File: src/rtl/mdio_pkg.sv
// Shared constants, frame kinds and frame assembly for the MDIO master.
// Assumes the standard 64-bit management frame with a full 32-bit preamble.
package mdio_pkg;

    localparam int FRAME_LEN = 64;
    localparam int TA_POS    = 46;   // first turnaround bit position
    localparam int DATA_POS  = 48;   // first payload bit position

    localparam logic [1:0] SEL_CFG  = 2'd0;
    localparam logic [1:0] SEL_CTRL = 2'd1;
    localparam logic [1:0] SEL_ADDR = 2'd2;
    localparam logic [1:0] SEL_DATA = 2'd3;

    typedef enum logic [1:0] {
        K_ADDR  = 2'd0,
        K_WRITE = 2'd1,
        K_READ  = 2'd2
    } kind_e;

    // Builds the serial image of one frame, bit 63 transmitted first.
    function automatic logic [63:0] make_frame(input logic c45, input kind_e k,
                                               input logic [4:0] phy,
                                               input logic [4:0] dev,
                                               input logic [15:0] pay);
        logic [1:0] st;
        logic [1:0] op;
        st = c45 ? 2'b00 : 2'b01;
        case (k)
            K_ADDR:  op = 2'b00;
            K_WRITE: op = 2'b01;
            default: op = c45 ? 2'b11 : 2'b10;
        endcase
        return {32'hFFFF_FFFF, st, op, phy, dev, 2'b10, pay};
    endfunction

endpackage

File: src/rtl/mdio_clkgen.sv
// MDC generator: divides the system clock by 2*div while run is high.
// Emits one-cycle pulses in the cycle whose edge raises or lowers MDC.
// Assumes div is held constant while run is high.
module mdio_clkgen #(
    parameter int DIV_W = 10
) (
    input  logic             clk,
    input  logic             rst_n,
    input  logic             run,
    input  logic [DIV_W-1:0] div,
    output logic             mdc,
    output logic             rise_evt,
    output logic             fall_evt
);
    logic [DIV_W-1:0] cnt;
    logic             wrap;

    // Half-period terminal count reached.
    assign wrap     = run && (div != '0) && (cnt == div - 1'b1);
    assign rise_evt = wrap && !mdc;
    assign fall_evt = wrap && mdc;

    // Half-period counter and MDC toggle; parked low when not running.
    always_ff @(posedge clk) begin
        if (!rst_n || !run) begin
            cnt <= '0;
            mdc <= 1'b0;
        end else if (div != '0) begin
            if (wrap) begin
                cnt <= '0;
                mdc <= ~mdc;
            end else begin
                cnt <= cnt + 1'b1;
            end
        end
    end
endmodule

File: src/rtl/mdio_frame_eng.sv
// Frame engine: shifts a 64-bit frame onto MDIO, releases the line for the
// turnaround and data of reads, samples read data and the turnaround
// acknowledge on MDC rising edges. Assumes launch only arrives when idle.
module mdio_frame_eng
    import mdio_pkg::*;
(
    input  logic        clk,
    input  logic        rst_n,
    input  logic        launch,
    input  kind_e       launch_kind,
    input  logic [63:0] launch_frame,
    input  logic        neg,
    input  logic        rise_evt,
    input  logic        fall_evt,
    input  logic        mdio_i,
    output logic        active,
    output logic        data_busy,
    output logic        mdio_o,
    output logic        mdio_oe,
    output logic        rd_err,
    output logic [15:0] rd_data
);
    localparam int CW = $clog2(FRAME_LEN + 1);
    localparam logic [CW-1:0] LAST = CW'(FRAME_LEN);
    localparam logic [CW-1:0] TA_P = CW'(TA_POS);
    localparam logic [CW-1:0] TA_2 = CW'(TA_POS + 1);
    localparam logic [CW-1:0] DT_P = CW'(DATA_POS);

    kind_e         kind;
    logic [63:0]   frame;
    logic [CW-1:0] done;    // MDC rising edges seen in this frame
    logic [CW-1:0] pos;     // bit currently presented
    logic          rise_d;
    logic [15:0]   shin;
    logic          adv;
    logic          is_read;
    logic [5:0]    bit_idx;

    assign is_read   = (kind == K_READ);
    assign adv       = neg ? fall_evt : rise_d;
    assign bit_idx   = ~pos[5:0];
    assign data_busy = active && (kind != K_ADDR);
    assign mdio_o    = (active && !pos[CW-1]) ? frame[bit_idx] : 1'b1;
    assign mdio_oe   = active && !pos[CW-1] && !(is_read && pos >= TA_P);

    // Frame sequencing, read sampling and result capture.
    always_ff @(posedge clk) begin
        if (!rst_n) begin
            active  <= 1'b0;
            kind    <= K_WRITE;
            frame   <= '0;
            done    <= '0;
            pos     <= '0;
            rise_d  <= 1'b0;
            shin    <= '0;
            rd_err  <= 1'b0;
            rd_data <= '0;
        end else if (!active) begin
            rise_d <= 1'b0;
            if (launch) begin
                active <= 1'b1;
                kind   <= launch_kind;
                frame  <= launch_frame;
                done   <= '0;
                pos    <= '0;
                rd_err <= 1'b0;
            end
        end else begin
            rise_d <= rise_evt;
            if (rise_evt) begin
                done <= done + 1'b1;
                if (is_read && done == TA_2)
                    rd_err <= mdio_i;
                if (is_read && done >= DT_P)
                    shin <= {shin[14:0], mdio_i};
            end
            if (adv)
                pos <= done;
            if (fall_evt && done == LAST) begin
                active <= 1'b0;
                if (is_read)
                    rd_data <= rd_err ? 16'hFFFF : shin;
            end
        end
    end
endmodule

File: src/rtl/mdio_regs.sv
// Register file: configuration, control fields, frame launch decode and read
// mux. All writes are dropped while a frame is in flight. Assumes DIV_W <= 21.
module mdio_regs
    import mdio_pkg::*;
#(
    parameter int DIV_W = 10
) (
    input  logic             clk,
    input  logic             rst_n,
    input  logic [1:0]       sel,
    input  logic             we,
    input  logic [31:0]      wdata,
    output logic [31:0]      rdata,
    input  logic             busy,
    input  logic             data_busy,
    input  logic             rd_err,
    input  logic [15:0]      rd_data,
    output logic             c45,
    output logic             neg,
    output logic [DIV_W-1:0] div,
    output logic [4:0]       ctrl_phy,
    output logic [4:0]       ctrl_dev,
    output logic             launch,
    output kind_e            launch_kind,
    output logic [63:0]      launch_frame
);
    logic       wr_ok;
    logic [4:0] phy_l;
    logic [4:0] dev_l;
    logic       unused_bits;

    assign wr_ok       = we && !busy;
    assign unused_bits = ^{wdata[31:17], wdata[15:13], wdata[7:5]};

    // Configuration and control field storage.
    always_ff @(posedge clk) begin
        if (!rst_n) begin
            c45      <= 1'b0;
            neg      <= 1'b0;
            div      <= '0;
            ctrl_phy <= '0;
            ctrl_dev <= '0;
        end else if (wr_ok) begin
            case (sel)
                SEL_CFG: begin
                    c45 <= wdata[0];
                    neg <= wdata[1];
                    div <= wdata[8 +: DIV_W];
                end
                SEL_CTRL: begin
                    ctrl_phy <= wdata[4:0];
                    ctrl_dev <= wdata[12:8];
                end
                default: ;
            endcase
        end
    end

    // Launch decode: which write starts which frame.
    always_comb begin
        launch      = 1'b0;
        launch_kind = K_WRITE;
        phy_l       = ctrl_phy;
        dev_l       = ctrl_dev;
        if (wr_ok) begin
            case (sel)
                SEL_CTRL: if (wdata[16]) begin
                    launch      = 1'b1;
                    launch_kind = K_READ;
                    phy_l       = wdata[4:0];
                    dev_l       = wdata[12:8];
                end
                SEL_ADDR: if (c45) begin
                    launch      = 1'b1;
                    launch_kind = K_ADDR;
                end
                SEL_DATA: launch = 1'b1;
                default: ;
            endcase
        end
        launch_frame = make_frame(c45, launch_kind, phy_l, dev_l, wdata[15:0]);
    end

    // Read mux.
    always_comb begin
        rdata = '0;
        case (sel)
            SEL_CFG: begin
                rdata[0]          = c45;
                rdata[1]          = neg;
                rdata[8 +: DIV_W] = div;
                rdata[30]         = rd_err;
                rdata[31]         = busy;
            end
            SEL_CTRL: begin
                rdata[4:0]  = ctrl_phy;
                rdata[12:8] = ctrl_dev;
            end
            SEL_DATA: begin
                rdata[15:0] = rd_data;
                rdata[31]   = data_busy;
            end
            default: ;
        endcase
    end
endmodule

File: src/rtl/mdio_master.sv
// MDIO management master top: register file, MDC generator and frame engine.
// Assumes an external pad combines mdio_o/mdio_oe with a pull-up into mdio_i.
module mdio_master
    import mdio_pkg::*;
#(
    parameter int DIV_W = 10
) (
    input  logic        clk,
    input  logic        rst_n,
    input  logic [1:0]  reg_sel,
    input  logic        reg_we,
    input  logic [31:0] reg_wdata,
    output logic [31:0] reg_rdata,
    output logic        mdc,
    output logic        mdio_o,
    output logic        mdio_oe,
    input  logic        mdio_i
);
    logic             busy;
    logic             data_busy;
    logic             rd_err;
    logic [15:0]      rd_data;
    logic             c45;
    logic             neg;
    logic [DIV_W-1:0] div;
    logic [4:0]       ctrl_phy;
    logic [4:0]       ctrl_dev;
    logic             launch;
    kind_e            launch_kind;
    logic [63:0]      launch_frame;
    logic             rise_evt;
    logic             fall_evt;

    mdio_regs #(.DIV_W(DIV_W)) u_regs (
        .clk(clk), .rst_n(rst_n), .sel(reg_sel), .we(reg_we),
        .wdata(reg_wdata), .rdata(reg_rdata), .busy(busy),
        .data_busy(data_busy), .rd_err(rd_err), .rd_data(rd_data),
        .c45(c45), .neg(neg), .div(div), .ctrl_phy(ctrl_phy),
        .ctrl_dev(ctrl_dev), .launch(launch), .launch_kind(launch_kind),
        .launch_frame(launch_frame)
    );

    mdio_clkgen #(.DIV_W(DIV_W)) u_clk (
        .clk(clk), .rst_n(rst_n), .run(busy), .div(div),
        .mdc(mdc), .rise_evt(rise_evt), .fall_evt(fall_evt)
    );

    mdio_frame_eng u_eng (
        .clk(clk), .rst_n(rst_n), .launch(launch),
        .launch_kind(launch_kind), .launch_frame(launch_frame),
        .neg(neg), .rise_evt(rise_evt), .fall_evt(fall_evt),
        .mdio_i(mdio_i), .active(busy), .data_busy(data_busy),
        .mdio_o(mdio_o), .mdio_oe(mdio_oe), .rd_err(rd_err),
        .rd_data(rd_data)
    );
endmodule

File: config.mk
export PLATFORM = sky130hd
export DESIGN_NAME = mdio_master
export DESIGN_NICKNAME = d
export VERILOG_FILES = /design/src/rtl/mdio_pkg.sv /design/src/rtl/mdio_clkgen.sv /design/src/rtl/mdio_frame_eng.sv /design/src/rtl/mdio_regs.sv /design/src/rtl/mdio_master.sv
export SDC_FILE = /design/constraint.sdc
export NUM_CORES = 1
export LEC_CHECK = 0
export BUFFER_PORTS_ARGS = -buffer_cell sky130_fd_sc_hd__buf_4
export CELL_PAD_IN_SITES_DETAIL_PLACEMENT = 0
export CELL_PAD_IN_SITES_GLOBAL_PLACEMENT = 2
export CORE_UTILIZATION = 37
export CTS_BUF_LIST = sky130_fd_sc_hd__clkbuf_8
export CTS_CLUSTER_SIZE = 24
export DETAILED_ROUTE_END_ITERATION = 10
export PLACE_DENSITY_LB_ADDON = 0.1
export REMOVE_ABC_BUFFERS = 1
export SLEW_MARGIN = 20
export SYNTH_ARGS = -nofsm -noshare
export SYNTH_HDL_FRONTEND = slang
export SYNTH_SLANG_ARGS = --single-unit
File: constraint.sdc
create_clock -name clk -period 3.2 [get_ports clk]
set_input_delay 0.16 -clock clk [delete_from_list [all_inputs] [get_ports clk]]
set_output_delay 0.16 -clock clk [all_outputs]
set_load 0.02 [all_outputs]
# == Word level (Yosys, flattened, before mapping) ==
# Index checks and enable logic that the tools add are counted.
# totals
register_bits,116
in_bits,38
output_inout_bits,35
# classes
addsub,3
n_lt_le_gt_ge,3
n_eq_ne,11
muxes,42
n_bitwise,3
reduce_logical,33
# ops
operator,n
$mux 7,5
$mux 5,6
$mux 1,16
$mux 16,1
$pmux 5 s3,1
$ge 7x6->1 const B,2
$reduce_and 2->1,7
$logic_and 1x1->1,12
$pmux 3 s2,2
$add 10x1->10 const B,1
$eq 10x10->1,1
$mux 10,1
$reduce_bool 10->1,1
$sub 10x1->10 const B,1
$reduce_and 3->1,3
$pmux 2 s2,2
$add 7x1->7 const B,1
$eq 7x6->1 const B,1
$eq 7x7->1 const B,1
$lt 6x7->1 const B,1
$bmux 1 s6,1
$eq 2x2->1 const B,3
$mux 2,3
$not 6->6,1
other kinds (12),21

# == Depth between registers and ports, before layout ==
# logic_depth
depth_word,7
mapped_depth,11
ltp_nobuf,9

# == Modules after synthesis ==
# Synthesis repeated with hierarchy kept, for this count alone.
# hier_totals
cells_unflattened,918
area_unflattened_um2,7950.1
# modules_own_cells
module,n_inst,cells_each,area_each_um2,seq_area_each_um2
mdio_frame_eng,1,567,5117.4,2302.2
mdio_regs,1,229,1825.5,440.4
mdio_clkgen,1,122,1007.2,220.2

# == Worst setup path before layout ==
# Ideal clock, no wire load.
# synth_timing
kind,reg-to-reg
startpoint,register u_regs.div[1]
endpoint,register u_eng.done[1]
arrival_ps,2441
required_time_ps,3085
setup_slack_ps,644
stages_incl_launch_ff,11
synth_period_minus_slack_ps,2556
cell_sequence,dfxtp_1 buf_2 inv_1 ha_1 nor2b_1 or3_1 a31oi_1 nand3_2 or4_4 and3_1 o21a_1
# synth_via
elab_chain_len,6
# synth_lines
item,line,rtl
start: declaration,mdio_regs.sv:20,"output logic [DIV_W-1:0] div,"
start signal: assignment,mdio_regs.sv:48,div <= wdata[8 +: DIV_W];
$sub 10x1->10 / $reduce_bool 10->1 (equally long branches),mdio_clkgen.sv:19,assign wrap = run && (div != '0) && (cnt == div - 1'b1);
$eq 10x10->1 / $logic_and 1x1->1 (equally long branches),mdio_clkgen.sv:19,
$logic_and 1x1->1 (*),mdio_clkgen.sv:19,
$logic_and 1x1->1 (*),mdio_clkgen.sv:20,assign rise_evt = wrap && !mdc;
$ne 2x1->1 (no line) (*),--,
$reduce_and 2->1 (no line) (*),--,
end signal: assignment,mdio_frame_eng.sv:71,done <= done + 1'b1;
end: declaration,mdio_frame_eng.sv:31,logic [CW-1:0] done;
# Every way passes the cells marked *; elsewhere a longest branch is shown, timed or not.
# A chain may end at the register's enable or synchronous reset.

# == Worst setup path in the final report ==
# layout_timing
startpoint,register u_eng.pos[0]
endpoint,output port mdio_o
# layout_via
elab_chain_len,4
# layout_lines
item,line,rtl
start: declaration,mdio_frame_eng.sv:32,logic [CW-1:0] pos;
start signal: assignment,mdio_frame_eng.sv:78,pos <= done;
$not 6->6,mdio_frame_eng.sv:41,assign bit_idx = ~pos[5:0];
$bmux 1 s6,mdio_frame_eng.sv:43,assign mdio_o = (active && !pos[CW-1]) ? frame[bit_idx] : 1'b1;
$mux 1 (not written as such),mdio_frame_eng.sv:43,
$mux 1,mdio_frame_eng.sv:43,
end: declaration,mdio_master.sv:15,"output logic mdio_o,"
# No other way between the ends. The select of a mux whose other input is x is not followed.

==> reports/metrics.cfg <==
[sta]
fin_tns_setup_ns = 0
drv_slew = 0
slew_headroom_pct = 41.86
worst-slew-pin-transition_ns = 0.8690
fin_crit_ns = 2.760
skew_ns = 0.01276
rsz0062_at_grt = no
setup_violations = 0
hold_slack_ns = 0.01916
min_period_over_period_pct = 86.26
fmax_mhz = 362.3
finalHoldViolCount = 0

[pwr]
switching_share_pct = 26.79
p_comb_share_pct = 10.1
switchingPower_uw = 808.7
p_int_uw = 2210
seqPwrFrac_pct = 48.8
p_per_area_nw_per_um2 = 435.5
p_leak_uw = 0.002618
power_frac_clock_pct = 41.0
ir_drop_mv = 0.2450

[worst_hold_path]
holdPathStages = 3
hold_class = input pin to register
holdPathEnd = u_regs.div[4]$_SDFFE_PN0P_
min-delay-start = reg_wdata[12]

[run_status]
outcome = complete, no violations

[job]
drv_cap = 0

[detailed_routing]
drc_errors = 0
vias = 4999
wl_mm = 15.43
first_pass_iters = 7
drt_iter0_drc = 324
routedWlPerCell_um = 16.03
ant_nets = 0
vias_per_cell = 5.191

[clocking]
cts.path.max_buffers = 2
tritoncts = done
cts.clk_slew.worst_paths_ns = 0.08
cts_resized = 0
cts_buffers = 17
clock-sinks = 114
clk_latency_ns = 0.44
post-cts-setup-buffers = 0
cts_root_buf = clkbuf_8
h-tree-depth = 4

[logic_synthesis]
ys_seq_area_share_pct = 38.17
synth-edff-count = 0
synth_top_area_share_pct = 38.17
synthArstFlopShare_pct = 0
ys_warn_count = 0
netlist-cell-type-count = 69
ys_top_cells_by_area = dfxtp_1 (38%), nand2_1 (8.9%), mux2i_1 (5.5%)
yosysTopAreaCell = dfxtp_1
syn_area_per_cell_um2 = 8.627
ys_ff_latch = 114
synth_area_um2 = 5978
netlist_instances = 693
ys_dominant_reg_cell = dfxtp_1

[worst_setup_path]
rr_startpoint = u_regs.div[0]$_SDFFE_PN0P_
cp-start-kind = register
rr_worst_depth = 9
critPathMaxFanout = 10
cp.required_ns = 3.04
crit_path_end_kind = primary output
worstPathArrival_ns = 2.60
path_class = register to primary output
r2r-end = u_eng.done[1]$_SDFFE_PN0P_
r2r_setup_slack_ns = 0.56

[placement]
placed_cell_area_um2 = 6456
hpwlAfterDp_mm = 10.80
placed_cells = 920
portBuffers = 46
gp_congestion = 0.7559

[final_layout]
final_nets = 784
fillCellCount = 1631
finalNonFillerCells = 963
stdcell_area_um2 = 6933
drive_above_1_share_pct = 15.26
diodes = 0
area_growth_pct = 15.97

[floorplan]
dieArea_um2 = 16670
io_pins = 73
row_count = 46
die_h_um = 129.1
initial_core_util_pct = 37.77
core_um2 = 15830
die_w_um = 129.1

[global_routing]
grt_pass1_wl_mm = 25.34
grt_start_max_net_pins = 59
grt_pass1_vias = 4903
antenna_found_initial = 0
track_usage_pct = 19.96
grt-ovfl-total = 0

-- cell families (layout without fill, tap and decap cells) --
group | count (synthesis) | in the layout | share of synthesized area (%)
other | 1 | 12 | 0.06273
adder cells (fa/ha/maj) | 11 | 11 | 2.302
buffers and inverters | 70 | 113 | 5.609
flip-flops | 114 | 114 | 38.17
AO/OA/AOI/OAI | 134 | 134 | 16.70
XOR/XNOR | 21 | 21 | 3.663
AND/OR/NAND/NOR | 303 | 303 | 25.89
multiplexers | 39 | 39 | 7.597
-- state kept, by name, indices dropped and copies added, names as in the netlist, 2 cells and up --
signal,flops
u_regs.ctrl_dev,5
u_eng.done,7
u_regs.ctrl_phy,5
u_eng.pos,7
u_eng.rd_data,16
u_clk.cnt,10
u_eng.frame,30
u_eng.shin,16
u_regs.div,10
u_eng.kind,2
-- power by group through the flow --
stage / sequential, µW / clock [µW] / combinational [µW]
final: 1470 / 1240 / 306
after global routing: 1480 / 1350 / 339
after CTS: 1470 / 1280 / 309
after detailed placement: 1510 / 0 / 297
after global placement: 1510 / 0 / 295
after floorplan: 1500 / 0 / 175
-- layout make-up --
type / count / area [µm²] / area share, %
multi-input cells: 520 / 3416 / 49.27
repair buffers: 72 / 570.5 / 8.230
well taps: 216 / 270.3 / 3.898
clock inverters: 12 / 95.09 / 1.372
clock buffers: 19 / 261.5 / 3.772
inverters: 10 / 37.54 / 0.5414
flip-flops and latches: 114 / 2282 / 32.92
-- worst max-delay path: stages (launching register included) --
cell      delay (ns)
dfxtp_1         0.72
mux4_2          0.63
nand3b_1        0.10
o21ai_0         0.09
nor4_1          0.17
o21ai_0         0.10
o21ai_0         0.08
nand3b_1        0.10
buf_4           0.17
-- per-stage QoR --
stage                     total power, µW  util [%]  worst slack (ns)
after floorplan                      1676         -           -0.1407
after global placement               1801     40.79            0.5899
after detailed placement             1805     40.79            0.5734
after CTS                            3062     43.74            0.3764
after global routing                 3167     43.80            0.1880
final                                3019     43.80            0.4396
-- per-layer routing --
metal | wire length [µm] | track usage [%] | up-vias
li1 | - | - | 2485
met1 | 7444 | 26.09 | 2408
met2 | 7272 | 32.57 | 93
met3 | 565 | 4.748 | 13
met4 | 151 | 6.021 | 0
met5 | 0 | 0 | -
-- timing repair --
item	4_1_cts	5_1_grt
hold endpoints to repair	17	1
setup endpoints to repair	0	0
hold buffers	11	1
-- cells in the final DEF, fill, tap and decap left out, drive strengths merged, types with 3 or more instances in the layout --
master	netlist	final
o31ai	3	3
a211oi	3	3
dlygate4sd3	0	12
nand3	33	33
nor2	32	32
and4	3	3
dfxtp	114	114
o211a	11	11
xor2	10	10
nand2b	24	24
buf	25	60
nor2b	7	7
clkinv	0	7
xnor2	9	9
nor3	9	9
mux4	5	5
nand2	141	141
nor3b	4	4
or3	4	4
mux2i	33	33
and3	6	6
ha	11	11
nand3b	5	5
conb	1	12
o211ai	3	3
nor4	7	7
o21a	3	3
a31oi	3	3
inv	10	13
clkbuf	35	19
a21boi	57	57
a22oi	3	3
a222oi	7	7
o21ai	28	28
nand4	10	10
and2	12	12
a22o	3	3
-- Yosys cell counts (10+ instances only) --
master	instances
mux2i_1	33
buf_4	13
nand2b_1	23
clkbuf_1	35
a21boi_1	17
nor2_1	31
ha_1	11
o211a_1	11
dfxtp_1	114
a21boi_0	40
nand2_1	141
xor2_1	10
inv_1	10
nand3_1	32
and2_1	11
o21ai_1	17
o21ai_0	10
-- how the worst max path moves through the flow --
stage	start	to	slack (ns)	depth (start not counted)
3_5_place_dp	u_regs.div[0]$_SDFFE_PN0P_	u_eng.done[1]$_SDFFE_PN0P_	0.57	9
2_1_floorplan	reg_sel[1]	u_eng.frame[29]$_SDFFE_PN0P_	-0.14	6
3_3_place_gp	u_regs.div[0]$_SDFFE_PN0P_	u_eng.done[1]$_SDFFE_PN0P_	0.59	9
4_1_cts	u_eng.pos[0]$_SDFFE_PN0P_	mdio_o	0.38	8
6_report	u_eng.pos[0]$_SDFFE_PN0P_	mdio_o	0.44	8
5_1_grt	u_eng.pos[0]$_SDFFE_PN0P_	mdio_o	0.19	8
(Power assumes the default switching activity.)
